[config.mk]
export PLATFORM = sky130hd
export DESIGN_NAME = ssc_engine
export DESIGN_NICKNAME = d
export VERILOG_FILES = /design/src/rtl/ssc_pkg.sv /design/src/rtl/ssc_baud.sv /design/src/rtl/ssc_sync.sv /design/src/rtl/ssc_engine.sv
export SDC_FILE = /design/constraint.sdc
export NUM_CORES = 1
export LEC_CHECK = 0
export ABC_CLOCK_PERIOD_IN_PS = 3000
export BUFFER_PORTS_ARGS = -buffer_cell sky130_fd_sc_hd__buf_2
export CORE_MARGIN = 4
export CORE_UTILIZATION = 45
export CTS_CLUSTER_DIAMETER = 40
export CTS_CLUSTER_SIZE = 8
export DETAILED_ROUTE_END_ITERATION = 8
export SETUP_SLACK_MARGIN = 0.4
export SYNTH_ARGS = -nofsm -noshare
export SYNTH_HDL_FRONTEND = slang
export SYNTH_SLANG_ARGS = --single-unit
[constraint.sdc]
create_clock -name clk -period 3 [get_ports clk]
set_clock_uncertainty 0.15 [all_clocks]
set_input_delay 0.3 -clock clk [delete_from_list [all_inputs] [get_ports clk]]
set_output_delay 0.3 -clock clk [all_outputs]
set_load 0.01 [all_outputs]
[src/rtl/ssc_pkg.sv]
package ssc_pkg;
    typedef enum logic [1:0] {
        PH_IDLE = 2'd0,
        PH_WAIT = 2'd1,
        PH_RUN  = 2'd2
    } ph_e;
endpackage

[src/rtl/ssc_baud.sv]
module ssc_baud #(
    parameter int DIVW = 8
) (
    input  logic            clk,
    input  logic            rst_n,
    input  logic            run_i,
    input  logic [DIVW-1:0] div_i,
    output logic            tick_o
);
    logic [DIVW-1:0] cnt_d, cnt_q;

    always_comb begin
        tick_o = run_i && (cnt_q == div_i);
        if (!run_i || tick_o) cnt_d = '0;
        else                  cnt_d = cnt_q + 1'b1;
    end

    always_ff @(posedge clk or negedge rst_n) begin
        if (!rst_n) cnt_q <= '0;
        else        cnt_q <= cnt_d;
    end
endmodule

[src/rtl/ssc_sync.sv]
module ssc_sync #(
    parameter int STAGES = 2
) (
    input  logic clk,
    input  logic rst_n,
    input  logic sclk_i,
    input  logic sdi_i,
    output logic lvl_o,
    output logic dat_o,
    output logic edge_o
);
    logic [STAGES-1:0] ck_d, ck_q, dt_d, dt_q;
    logic              prev_d, prev_q;

    always_comb begin
        ck_d   = {ck_q[STAGES-2:0], sclk_i};
        dt_d   = {dt_q[STAGES-2:0], sdi_i};
        prev_d = ck_q[STAGES-1];
        lvl_o  = ck_q[STAGES-1];
        dat_o  = dt_q[STAGES-1];
        edge_o = ck_q[STAGES-1] != prev_q;
    end

    always_ff @(posedge clk or negedge rst_n) begin
        if (!rst_n) begin
            ck_q   <= '0;
            dt_q   <= '0;
            prev_q <= 1'b0;
        end else begin
            ck_q   <= ck_d;
            dt_q   <= dt_d;
            prev_q <= prev_d;
        end
    end
endmodule

[src/rtl/ssc_engine.sv]
module ssc_engine
    import ssc_pkg::*;
#(
    parameter int MAXW   = 16,
    parameter int DIVW   = 8,
    parameter int SYNC_N = 2,
    localparam int NW    = $clog2(MAXW + 1),
    localparam int CW    = $clog2(2 * MAXW + 1)
) (
    input  logic            clk,
    input  logic            rst_n,
    input  logic            en_i,
    input  logic            master_i,
    input  logic            msb_i,
    input  logic            cpol_i,
    input  logic            cpha_i,
    input  logic            od_i,
    input  logic [NW-1:0]   width_i,
    input  logic [DIVW-1:0] div_i,
    input  logic            tx_wr_i,
    input  logic [MAXW-1:0] tx_data_i,
    input  logic            rx_rd_i,
    output logic [MAXW-1:0] rx_data_o,
    output logic            rx_full_o,
    output logic            busy_o,
    output logic            sclk_o,
    output logic            mosi_o,
    input  logic            miso_i,
    input  logic            sclk_i,
    input  logic            sdi_i,
    input  logic            sel_i,
    output logic            sdo_o,
    output logic            sdo_oe_o
);
    typedef struct packed {
        ph_e             ph;
        logic [CW-1:0]   ec;
        logic [NW-1:0]   nb;
        logic [MAXW-1:0] txs;
        logic [MAXW-1:0] rxs;
        logic [MAXW-1:0] rxb;
        logic            full;
        logic            dout;
        logic            sclk;
    } st_t;

    st_t s_d, s_q;
    logic tick, s_lvl, s_dat, s_edge;

    ssc_baud #(.DIVW(DIVW)) u_baud (
        .clk   (clk),
        .rst_n (rst_n),
        .run_i (en_i && master_i && (s_q.ph != PH_IDLE)),
        .div_i (div_i),
        .tick_o(tick)
    );

    ssc_sync #(.STAGES(SYNC_N)) u_sync (
        .clk   (clk),
        .rst_n (rst_n),
        .sclk_i(sclk_i),
        .sdi_i (sdi_i),
        .lvl_o (s_lvl),
        .dat_o (s_dat),
        .edge_o(s_edge)
    );

    function automatic logic head(input logic [MAXW-1:0] v, input logic msb,
                                  input logic [NW-1:0] w);
        return msb ? v[w - 1'b1] : v[0];
    endfunction

    logic [MAXW-1:0] mask, shifted;
    logic            evt, lead, samp, din, shift_ok;

    always_comb begin
        s_d      = s_q;
        mask     = {MAXW{1'b1}} >> (MAXW - int'(width_i));
        shifted  = msb_i ? (s_q.txs << 1) : (s_q.txs >> 1);
        din      = master_i ? miso_i : s_dat;
        evt      = (s_q.ph == PH_RUN) &&
                   (master_i ? tick : (sel_i && en_i && s_edge));
        lead     = master_i ? (s_q.sclk == cpol_i) : (s_lvl != cpol_i);
        samp     = lead ^ cpha_i;
        shift_ok = cpha_i ? (s_q.nb != '0) : (s_q.nb != width_i);

        if (rx_rd_i) s_d.full = 1'b0;
        if (s_q.ph != PH_RUN) s_d.sclk = cpol_i;

        if (s_q.ph == PH_IDLE && tx_wr_i) begin
            s_d.txs = tx_data_i;
            s_d.rxs = '0;
            s_d.ec  = '0;
            s_d.nb  = '0;
            if (master_i) begin
                s_d.ph = PH_WAIT;
            end else begin
                s_d.ph   = PH_RUN;
                s_d.dout = head(tx_data_i, msb_i, width_i);
            end
        end else if (s_q.ph == PH_WAIT && tick) begin
            s_d.ph   = PH_RUN;
            s_d.dout = head(s_q.txs, msb_i, width_i);
        end else if (evt) begin
            if (master_i) s_d.sclk = ~s_q.sclk;
            if (samp) begin
                s_d.nb  = s_q.nb + 1'b1;
                s_d.rxs = msb_i ? {s_q.rxs[MAXW-2:0], din}
                                : ((s_q.rxs >> 1) | (MAXW'(din) << (width_i - 1'b1)));
            end else if (shift_ok) begin
                s_d.txs  = shifted;
                s_d.dout = head(shifted, msb_i, width_i);
            end
            s_d.ec = s_q.ec + 1'b1;
            if (CW'(s_q.ec + 1'b1) == CW'({width_i, 1'b0})) begin
                s_d.rxb  = s_d.rxs & mask;
                s_d.full = 1'b1;
                s_d.ph   = PH_IDLE;
            end
        end

        rx_data_o = s_q.rxb;
        rx_full_o = s_q.full;
        busy_o    = s_q.ph != PH_IDLE;
        sclk_o    = (en_i && master_i) ? s_q.sclk : 1'b0;
        mosi_o    = s_q.dout;
        if (master_i || !sel_i || !en_i) begin
            sdo_o    = s_q.dout;
            sdo_oe_o = 1'b0;
        end else if (od_i) begin
            sdo_o    = 1'b0;
            sdo_oe_o = ~s_q.dout;
        end else begin
            sdo_o    = s_q.dout;
            sdo_oe_o = 1'b1;
        end
    end

    always_ff @(posedge clk or negedge rst_n) begin
        if (!rst_n) begin
            s_q      <= '0;
            s_q.ph   <= PH_IDLE;
            s_q.dout <= 1'b1;
        end else begin
            s_q <= s_d;
        end
    end
endmodule

# Word-level counts from Yosys, hierarchy flattened
# Cells that the tools add are included.
# classes
addsub,5
mul,0
n_div,0
n_lt_le_gt_ge,1
n_eq_ne,13
shift,2
muxes,46
bitwise_logic,7
reduce_logical,29
# op_table
op,n
$mux W16,8
$mux W64,1
$mux W60,1
$mux W45,1
$shr A16 B32 Y16 const A,1
$mux W1,26
$mux W17,1
$and A16 B16 Y16,1
$or A15 B16 Y16,1
$shl A1 B5 Y16,1
$bmux W1 S4,3
$reduce_and A4 Y1,3
$reduce_bool A3 Y1,3
$add A8 B1 Y8 const B,1
$eq A8 B8 Y1,1
$logic_and A1 B1 Y1,8
$mux W8,1
$reduce_bool A2 Y1,4
$add A6 B1 Y6 const B,1
$eq A6 B6 Y1,1
$mux W2,3
$ne A2 B2 Y1 const B,3
$sub A5 B5 Y6 const A,1
$add A5 B1 Y5 const B,1
18 further kinds,27
# totals
register_bits,77
latch_bits,0
ram_bits,0
rom_bits,0
in_bits,43
output_inout_bits,22
wordCells,116
mem_count,0

# Logic depth before layout (Yosys ltp)
# Gate-level depths: netlist of run 1.
# logic_depth
depth_word,13
ltp_mapped,12
ltp_nobuf,8

# Hierarchy
# From an unflattened synthesis of run 1, not the netlist that was laid out.
# hier_totals
hier_cells,598
area_unflattened_um2,5327.6
# modules_own_cells
mod,instances,cells_per_inst,area_each_um2,seq_area_each_um2
ssc_engine,1,546,4693.3,1602.8
ssc_baud,1,46,500.5,200.2
ssc_sync,1,6,133.9,125.1

# Least setup slack after synthesis of run 1
# No wires, ideal clock.
# synth_timing
path_type,in2reg
startpoint,input width_i[0]
endpoint,register s_q (netlist bit mosi_o)
setup_time_ps,94
t_arrival_ps,2492
required_ps,2756
path_slack_ps,264
path_stages,11
n_path_buf,3
cell_sequence,buf_6 -> buf_4 -> inv_1 -> ha_1 -> buf_6 -> xnor2_2 -> mux4_1 -> mux4_2 -> or3_1 -> nand4_1 -> a31oi_1
# synth_between
elab_chain_cells,9
elab_cells_between_ends,20
cone_classes,add/sub (1); eq/ne (1); mux (16); reduce/logical (2)
# synth_rtl
item,line,rtl
start: declaration,ssc_engine.sv:18,"input logic [NW-1:0] width_i,"
$sub A5 B1 Y5,ssc_engine.sv:70,return msb ? v[w - 1'b1] : v[0];
$bmux W1 S4,ssc_engine.sv:70,
$mux W1 (not written as such),ssc_engine.sv:70,
$mux W1,ssc_engine.sv:70,
$mux W1,ssc_engine.sv:110,end else if (shift_ok) begin
$mux W1,ssc_engine.sv:106,if (samp) begin
$mux W64,ssc_engine.sv:104,end else if (evt) begin
$mux W1,ssc_engine.sv:101,end else if (s_q.ph == PH_WAIT && tick) begin
$mux W1,ssc_engine.sv:90,if (s_q.ph == PH_IDLE && tx_wr_i) begin
end: declaration,ssc_engine.sv:47,"st_t s_d, s_q;"
# Several ways; a longest one is shown, not always the timed one. The select of a mux whose other input is x is not followed.
# A chain may end at the register's enable or synchronous reset.

# Final worst setup path of run 1
# layout_timing
startpoint,register u_baud.cnt_q[0]
endpoint,register s_q[59] (netlist name)
# layout_between
elab_chain_cells,6
elab_cells_between_ends,8
cone_classes,eq/ne (2); mux (1); reduce/logical (5)
# layout_rtl
item,line,rtl
start: declaration,ssc_baud.sv:10,"logic [DIVW-1:0] cnt_d, cnt_q;"
start signal: assignment,ssc_baud.sv:20,else cnt_q <= cnt_d;
$eq A8 B8 Y1 *,ssc_baud.sv:13,tick_o = run_i && (cnt_q == div_i);
$logic_and A1 B1 Y1 *,ssc_baud.sv:13,
$mux W1,ssc_engine.sv:82,(master_i ? tick : (sel_i && en_i && s_edge));
$logic_and A1 B1 Y1,ssc_engine.sv:81,evt = (s_q.ph == PH_RUN) &&
$reduce_bool A2 Y1 (no line),--,
$reduce_and A2 Y1 (no line) *,--,
# Every way passes the cells marked *; elsewhere a longest branch is shown, timed or not.

==> results of run 1 <==
-- logic make-up (layout without fill, tap and decap cells) --
group,after synthesis,in the layout,synth area share (%)
AOI/OAI and AO/OA,172,172,21.9
xor gates and xnor gates,34,34,5.53
adders and majority gates,5,5,1.13
buffers and inverters,88,133,8.34
DFF,77,77,34.9
muxes,42,42,10.5
other,0,1,0
and+or+nand+nor,199,199,17.7
-- path summary, 6_finish.rpt --
| path | slack (ns) | endpoint | depth (start not counted) | startpoint |
|---|---|---|---|---|
| max | 0.56 | s_q[59] | 7 | u_baud.cnt_q[0] |
| min | -0.06 | s_q[58] | 1 | rst_n |
| max reg2reg | 0.56 | s_q[59] | 7 | u_baud.cnt_q[0] |
| min reg2reg | 0.20 | u_sync.dt_q[1] | 0 | u_sync.dt_q[0] |
| max in group asynchronous | 2.06 | s_q[19] | 1 | rst_n |
| min in group clk | 0.02 | s_q[43] | 3 | tx_data_i[8] |
-- critical path, delay by kind of cell (launching register included) --
family,cells,cell delay (ns)
DFF,1,0.44
AOI/OAI and AO/OA,2,0.35
buffers and inverters,1,0.22
and+or+nand+nor,3,1.00
xor gates and xnor gates,1,0.16
-- layer usage --
| layer | up-vias | share of wire, % |
|---|---|---|
| li1 | 2317 | - |
| met1 | 2375 | 45 |
| met2 | 142 | 48 |
| met3 | 20 | 5.5 |
| met4 | 0 | 1.6 |
| met5 | - | 0 |
-- sequential cells by signal, indices dropped and copies added, names as in the netlist --
| name | cells |
|---|---|
| u_sync.dt_q | 2 |
| u_sync.prev_q | 1 |
| rx_data_o | 16 |
| s_q | 46 |
| rx_full_o | 1 |
| u_baud.cnt_q | 8 |
| mosi_o | 1 |
| u_sync.ck_q | 2 |
-- area by class of cell --
cell class / instances / share of cell area [%]
inverters: 32 / 1.92
flip-flops and latches: 77 / 30.9
clock buffers: 13 / 4.17
repair buffers: 85 / 8.22
clock inverters: 3 / 1.10
well taps: 147 / 2.95
multi-input cells: 452 / 50.7
diodes: 1 / 0.0401
-- cells in the final DEF (no fill, tap or decap), types with 11 or more instances in the layout --
cell type  instances
a21oi_1           42
nor2_1            38
and2_1            11
nand2b_1          15
nor3_1            11
o221ai_1          15
o21ai_0           26
buf_2             63
xnor2_1           21
dfrtp_1           76
nand3_1           18
mux2i_1           27
o31ai_1           16
inv_1             31
nand2_1           65
mux4_2            12
a31oi_1           11
xor2_1            12
buf_4             17
-- power by group through the flow --
stage                     clock network, mW  registers [mW]  logic, mW
after floorplan                           0            1.48      0.971
after global placement                    0            1.58       1.24
after detailed placement                  0            1.59       1.26
after CTS                              1.24            1.57       1.27
after global routing                   1.29            1.62       1.42
final                                  1.22            1.58       1.27
-- timing repair --
action	CTS	global route
resized for setup	1	6
setup endpoints to repair	15	19
gates cloned	0	0
hold buffers	3	0
hold endpoints to repair	3	0
==> flow_summary.yaml, run 1 <==
yosys:
  synth_seq_cells: 77
  synth_cell_types: 72
  synthCells: 617
  ys_warn_count: 0
  mappedNetlistArea_mm2: 0.00552
  syn_area_per_cell_um2: 8.95
  synth_area_leaders: "dfrtp_1 34%, mux2i_1 4.9%, nand2_1 4.6%, mux4_2 4.5%, a21oi_1 3.8%"
  synth_largest_area_cell: "dfrtp_1"
  ys_top_cells_by_count: "76 x dfrtp_1, 67 x nand2_1, 42 x a21oi_1"
  synth.top_cell.area_share_pct: 34.5
  syn_nets: 665
  yosysSeqAreaShare_pct: 34.9
  synth.most_common_cell: "dfrtp_1"
  ys.flop_type: "dfrtp_1"
  synth_edf_count: 0
  synthArstFlopShare_pct: 100
power_and_ir_drop:
  intPower_mw: 2.65
  clkPwrFrac_pct: 29.9
  p_sw_mw: 1.42
  swShare_pct: 34.9
  power_frac_seq_pct: 38.8
  finalPower_mw: 4.08
  p_leak_nw: 2.77
  pwr-share-comb_pct: 31.3
  ir_drop_uv: 492
  power_density_mw_per_mm2: 653
route:
  dr.pass1.iters: 5
  vias: 4854
  wl_per_cell_um: 18.5
  drt_iter0_drc: 298
  drt_wl_total_mm: 15.0
  antenna_left: 0
  vias_per_cell: 5.99
  drc: 0
clock_network:
  path_clk_slew_ns: 0.06
  cts_sinks: 77
  clockBufferDepth: 2
  cts_tree: "yes"
  cts_setup_buffers: 0
  numCtsBuffers: 9
  root_buffer: "clkbuf_16"
  htree_levels: 3
  clock_latency_ns: 0.35
timing:
  slew_headroom_pct: 31.8
  worst_slew_pin_slew_ns: 1.02
  layout_setup_ws_ns: 0.562
  finalHoldViolations: 36
  rsz0062_at_grt: "false"
  period_minus_slack_ns: 2.44
  slew_violations: 0
  fin_tns_setup_ns: 0
  setup_violations: 0
  holdWs_ns: -0.0629
  period_share_pct: 81.3
  max_freq_ghz: 0.410
setup_path:
  crit_chain: "xnor2_1 -> nand4_1 -> or4_4 -> nand2_2 -> buf_12 -> o21ai_0 -> a22o_1"
  cp.arrival_ns: 2.53
  worst_setup_path_start_kind: "flop"
  path_max_fanout: 39
  slowest_delay_ns: 0.61
  cpMaxStageDelayCell: "or4_4"
  worst-setup-path-type: "reg2reg"
  setup.worst_path.end_class: "flop"
  worstPathRequired_ns: 3.09
flow_run:
  cap_violations: 0
place:
  placedInstanceArea_mm2: 0.00585
  place_ws_ns: 0.294
  portBuffers: 64
  placed_cells: 790
  hpwl_mm: 10.8
  gp_congestion: 0.901
grt:
  grt_usage_pct: 22.1
  antenna_found_initial: 0
  grt.overflow.total: 0
  grt_max_degree: 78
  grt_pass1_vias: 4794
  grt.busiest_layer: "met2"
  met1_usage_pct: 29.0
  met2_usage_pct: 35.7
  use_met3_pct: 5.50
  grt_pass1_wl_mm: 25.1
floorplanning:
  core_area_mm2: 0.0120
  die_h_um: 119
  ioPinCount: 65
  placementRows: 40
  initial_core_util_pct: 46.0
  dieArea_mm2: 0.0141
  die_x_um: 119
layout:
  nFillCells: 1136
  post-route-util_pct: 52.0
  nets: 705
  design_area_mm2: 0.00624
  drive_above_1_share_pct: 20.1
  fin_cells: 810
  seqCellArea_mm2: 0.00193
  multi_input_area_mm2: 0.00317
  area_delta_synth_final_pct: 13.1
run_status:
  status: "finished, violations left"
  violations: "negative hold slack"
worst_hold_path:
  hold_path_class: "in2async"
No activity file was read; power rests on OpenSTA's default activity.
==> inputs of run 2 (changes only) <==
Settings changed: ABC_CLOCK_PERIOD_IN_PS 3000 to 2250.
Clock period 3 ns to 2.25 ns, I/O delays scaled along.
==> run 2 against run 1 <==
  * The flow now finishes without violations
  * Register-to-register slack worse by 0.51 ns
  * Total power up 50%
  * Global-route usage up 2.3 points
  * Via count up 13%
  * Clock power up 30%
  * Setup slack worse by 0.51 ns
  * Largest cell class unchanged
  * Sequential share of layout area down 6.4 points
  * Worst hold slack better by 0.11 ns
  * Non-clock buffer count up 109
  * Flip-flop and latch count unchanged
  * Final cell count up 13%
  * Count of clock-buffer cells in the layout down 3
==> flow_summary.yaml, run 2 (same netlist as run 1, synthesis figures left out) <==
clock_network:
  cts_tree: "yes"
  path_clk_slew_ns: 0.06
  clock_latency_ns: 0.35
  cts_sinks: 77
  root_buffer: "clkbuf_16"
  clockBufferDepth: 2
  htree_levels: 3
  numCtsBuffers: 9
timing:
  period_minus_slack_ns: 2.19
  finalHoldViolations: 0
  holdWs_ns: 0.0426
  max_freq_ghz: 0.456
  setup_violations: 0
  slew_violations: 0
  rsz0062_at_grt: "true"
  worst_slew_pin_slew_ns: 0.753
  period_share_pct: 97.5
  layout_setup_ws_ns: 0.0555
  slew_headroom_pct: 49.8
layout:
  drive_above_1_share_pct: 39.4
  mostFrequentLayoutCells: "81 x buf_4, 74 x dfrtp_1, 63 x buf_2, 52 x nand2_1, 37 x nor2_1"
  area_delta_synth_final_pct: 42.8
  diodes: 0
  top_register: "s_q"
  final_common_cell: "buf_4"
  nets: 815
  largest_reg_flops: 46
floorplanning:
  ioPinCount: 65
  die_x_um: 119
  dieArea_mm2: 0.0141
  core_area_mm2: 0.0120
  placementRows: 40
  initial_core_util_pct: 46.0
  die_h_um: 119
setup_path:
  path_max_fanout: 8
  worst_setup_path_start_kind: "flop"
  cp.arrival_ns: 2.28
  crit_chain: "buf_4 -> and3_1 -> xnor2_1 -> and4_2 -> o211ai_4 -> buf_6 -> buf_6 -> nand2_2 -> o41ai_2"
  worst_path_most_repeated_cell: "buf_6"
  path_delay_family: "simple AND/OR/NAND/NOR gates"
  cpMaxStageDelayCell: "dfrtp_1"
  worstPathRequired_ns: 2.34
  crit_buf_inv: 3
  slowest_delay_ns: 0.41
  worst-setup-path-type: "reg2reg"
  setup.worst_path.end_class: "flop"
power_and_ir_drop:
  ir_drop_uv: 684
  p_leak_nw: 3.46
  power_density_mw_per_mm2: 773
grt:
  grt_pass1_vias: 5347
  grt_pass1_wl_mm: 27.4
  antenna_found_initial: 1
  grt_max_degree: 56
  grt.overflow.total: 0
  grt_usage_pct: 24.4
route:
  drc: 0
  drt_wl_total_mm: 17.6
  vias_per_cell: 5.95
  drt_iter0_drc: 484
  antenna_left: 0
  wl_per_cell_um: 19.2
  vias: 5472
  dr.pass1.iters: 5
worst_hold_path:
  hold_path_class: "in2reg"
place:
  gp_congestion: 0.904
  portBuffers: 64
  place_ws_ns: -0.0772
  hpwl_mm: 11.6
run_status:
  status: "completed"
flow_run:
  cap_violations: 0
==> run 2: final timing paths <==
| check | start | endpoint | slack [ns] | depth (start not counted) |
|---|---|---|---|---|
| worst max-delay path | s_q[56] | rx_data_o[15] | 0.06 | 9 |
| worst min-delay path | master_i | s_q[63] | 0.04 | 2 |
| worst max register to register | s_q[56] | rx_data_o[15] | 0.06 | 9 |
| worst min register to register | u_sync.dt_q[0] | u_sync.dt_q[1] | 0.20 | 0 |
| max in group asynchronous | rst_n | s_q[63] | 0.94 | 3 |
| min in group asynchronous | rst_n | rx_full_o | 0.33 | 2 |
==> run 2: final cells by class <==
class	instances	area (um2)
Timing Repair Buffer	194	1620
Fill cell	994	4130
Inverter	32	125
Multi-Input combinational cell	453	3710
Sequential cell	77	1930
Tap cell	147	184
Clock buffer	10	229
Clock inverter	6	87.6
==> run 2: metal layers <==
layer	vias up	GRT usage, %	share of wire (%)
met2	206	40.9	51
met4	2	8.98	2.0
met3	32	4.98	5.4
met1	2682	31.0	42
met5	-	0	0.057
li1	2550	-	-
==> run 2: what timing repair did <==
action	in CTS	in global routing
setup buffers	17	14
setup endpoints to repair	63	64
gates cloned	3	3
hold buffers	19	0
hold endpoints to repair	70	0
gates resized for setup	40	89
pin swaps	25	37
==> run 2: worst reg2reg max path, stage by stage, from the launching register on <==
cell      delay, ns
dfrtp_1        0.41
buf_4          0.17
and3_1         0.21
xnor2_1        0.14
and4_2         0.34
o211ai_4       0.22
buf_6          0.20
buf_6          0.12
nand2_2        0.06
o41ai_2        0.06
==> run 2: through the flow <==
step                cell area [um2]  TNS, ns  util (%)  total power [mW]  std cells
finish                         7880        0      65.6              6.09        919
global route                   7880    -1.44      65.6              6.42        919
CTS                            7270        0      60.5              5.73        902
detailed placement             6380   -0.190      53.1              4.02        847
global placement               6380  -0.0693      53.1              3.97        847
floorplan                      5640   -0.191         -              3.29        617
==> run 2: power breakdown <==
group          internal (mW)  switching (mW)  leakage (nW)
Clock                  0.971           0.616         0.156
Sequential              1.71           0.403          1.00
Combinational           1.17            1.23          2.30
Total                   3.84            2.25          3.46
==> inputs of run 3 (changes only) <==
Settings changed: CORE_UTILIZATION 45 to 50, PLACE_DENSITY set to 0.7.
==> run 3 against run 2 <==
  * Setup slack got worse by 0.028 ns
  * Count of clock-buffer cells in the layout did not move
  * Fmax fell by 1.3%
  * Critical path type unchanged
  * Sequential power barely moved
  * Total power fell by 4.6%
  * Via count rose by 4.2%
  * Core utilization rose by 7.5 points
  * Critical endpoint is now rx_data_o[0]
  * Combinational power rose by 6%
  * Largest power group unchanged
==> flow_summary.yaml, run 3 (same netlist as run 1, synthesis figures left out) <==
layout:
  multi_input_area_mm2: 0.00384
  final_common_cell: "buf_4"
  seqCellArea_mm2: 0.00193
  nFillCells: 733
  area_delta_synth_final_pct: 43.5
  drive_above_1_share_pct: 41.8
  largest_reg_flops: 46
  top_register: "s_q"
  mostFrequentLayoutCells: "87 x buf_4, 76 x dfrtp_1, 63 x buf_2, 52 x nand2_1"
  post-route-util_pct: 73.1
  diodes: 0
  nets: 819
clock_network:
  path_clk_slew_ns: 0.09
  cts_sinks: 77
  root_buffer: "clkbuf_8"
  clockBufferDepth: 2
  cts_tree: "yes"
  clock_latency_ns: 0.38
  htree_levels: 3
  numCtsBuffers: 9
route:
  antenna_left: 0
  wl_per_cell_um: 20.2
  drt_wl_total_mm: 18.5
  dr.pass1.iters: 5
  drc: 0
  vias: 5704
  vias_per_cell: 6.23
  drt_iter0_drc: 540
floorplanning:
  initial_core_util_pct: 50.9
  placementRows: 38
  core_area_mm2: 0.0108
  die_h_um: 113
  ioPinCount: 65
  die_x_um: 113
  dieArea_mm2: 0.0128
setup_path:
  critPathLaunch: "s_q[56]"
  path_max_fanout: 8
  slowest_delay_ns: 0.43
  cp.arrival_ns: 2.34
  reg2reg_from: "s_q[56]"
  crit_cells: 6
  rr_worst_depth: 6
  reg2reg_setup_slack_ns: 0.03
  crit_buf_inv: 1
  crit_end: "rx_data_o[0]"
  worst-setup-path-type: "reg2reg"
  setup.worst_path.end_class: "flop"
  r2r_end: "rx_data_o[0]"
  worstPathRequired_ns: 2.36
  crit_chain: "buf_4 -> and3_1 -> xnor2_1 -> and4_2 -> o211ai_4 -> o41ai_2"
  path_delay_family: "compound AO/OA/AOI/OAI gates"
  worst_setup_path_start_kind: "flop"
  cpMaxStageDelayCell: "dfrtp_1"
grt:
  grt_usage_pct: 26.2
  grt.overflow.total: 0
  grt_max_degree: 37
  antenna_found_initial: 0
  grt_pass1_wl_mm: 27.1
  grt_pass1_vias: 5473
power_and_ir_drop:
  power_density_mw_per_mm2: 734
  ir_drop_uv: 716
  p_leak_nw: 3.43
  finalPower_mw: 5.82
timing:
  slew_violations: 0
  setup_violations: 0
  rsz0062_at_grt: "true"
  layout_setup_ws_ns: 0.0273
  finalHoldViolations: 0
  max_freq_ghz: 0.450
  period_minus_slack_ns: 2.22
  worst_slew_pin_slew_ns: 0.626
  period_share_pct: 98.8
  slew_headroom_pct: 57.9
run_status:
  status: "completed"
place:
  hpwl_mm: 11.6
  portBuffers: 64
  place_ws_ns: -0.0693
  gp_congestion: 0.922
worst_hold_path:
  hold_path_class: "in2reg"
  holdPathStages: 2
flow_run:
  cap_violations: 0
-- run 3: cell count changes in the layout (fill, tap and decap cells not counted), sizes merged --
cell / previous run / this run
buf: 172 / 175
clkinv: 4 / 2
inv: 32 / 34
bufinv: 2 / 1
clkbuf: 13 / 14
clkinvlp: 0 / 1
-- run 3: area by class of cell --
cell class              count  share of cell area, %
clock buffers              10                   1.74
repair buffers            198                   20.8
inverters                  32                   1.58
flip-flops and latches     77                   24.3
multi-input cells         453                   48.5
well taps                 140                   2.21
clock inverters             6                  0.869
-- run 3: worst min path at each step --
stage	startpoint	slack [ns]	endpoint
floorplan	rst_n	-0.22	rx_data_o[0]
detailed placement	rst_n	0.07	rx_data_o[15]
finish	tx_data_i[0]	0.03	s_q[35]
global placement	rst_n	0.07	rx_full_o
global route	tx_data_i[0]	0.03	s_q[35]
CTS	tx_data_i[0]	0.008	s_q[35]
-- run 3: metal layers --
| layer | vias to the layer above | wire, um | global-route usage [%] |
|---|---|---|---|
| met5 | - | 0 | 0 |
| met4 | 0 | 536 | 10.5 |
| met3 | 51 | 1230 | 5.72 |
| met2 | 280 | 9560 | 44.7 |
| met1 | 2822 | 7170 | 32.3 |
| li1 | 2551 | - | - |
-- run 3: through the flow --
step	area (um2)	setup TNS (ns)	cells	hold WS, ns
after floorplan	5640	-0.191	617	-0.221
after global placement	6410	-0.0284	844	0.0664
after detailed placement	6410	-0.0693	844	0.0677
after CTS	7150	0	901	0.00757
after global routing	7920	-1.09	916	0.0344
final	7920	0	916	0.0254
-- run 3: what timing repair did --
| action | 4_1_cts | 5_1_grt |
|---|---|---|
| hold buffers | 19 | 0 |
| buffers inserted | 18 | 11 |
| hold endpoints to repair | 52 | 0 |
| cloned | 4 | 4 |
| pin swaps | 28 | 43 |
| resized for setup | 35 | 112 |
| endpoints found under the setup margin | 64 | 72 |
-- run 3: worst reg2reg max path: stages, from the launching register on --
cell      delay [ns]
dfrtp_1         0.43
buf_4           0.16
and3_1          0.22
xnor2_1         0.18
and4_2          0.33
o211ai_4        0.21
o41ai_2         0.43
-- run 3: where the power goes --
group / internal (mW) / switching (mW)
Combinational: 1.22 / 1.32
Clock: 0.550 / 0.590
Sequential: 1.70 / 0.431
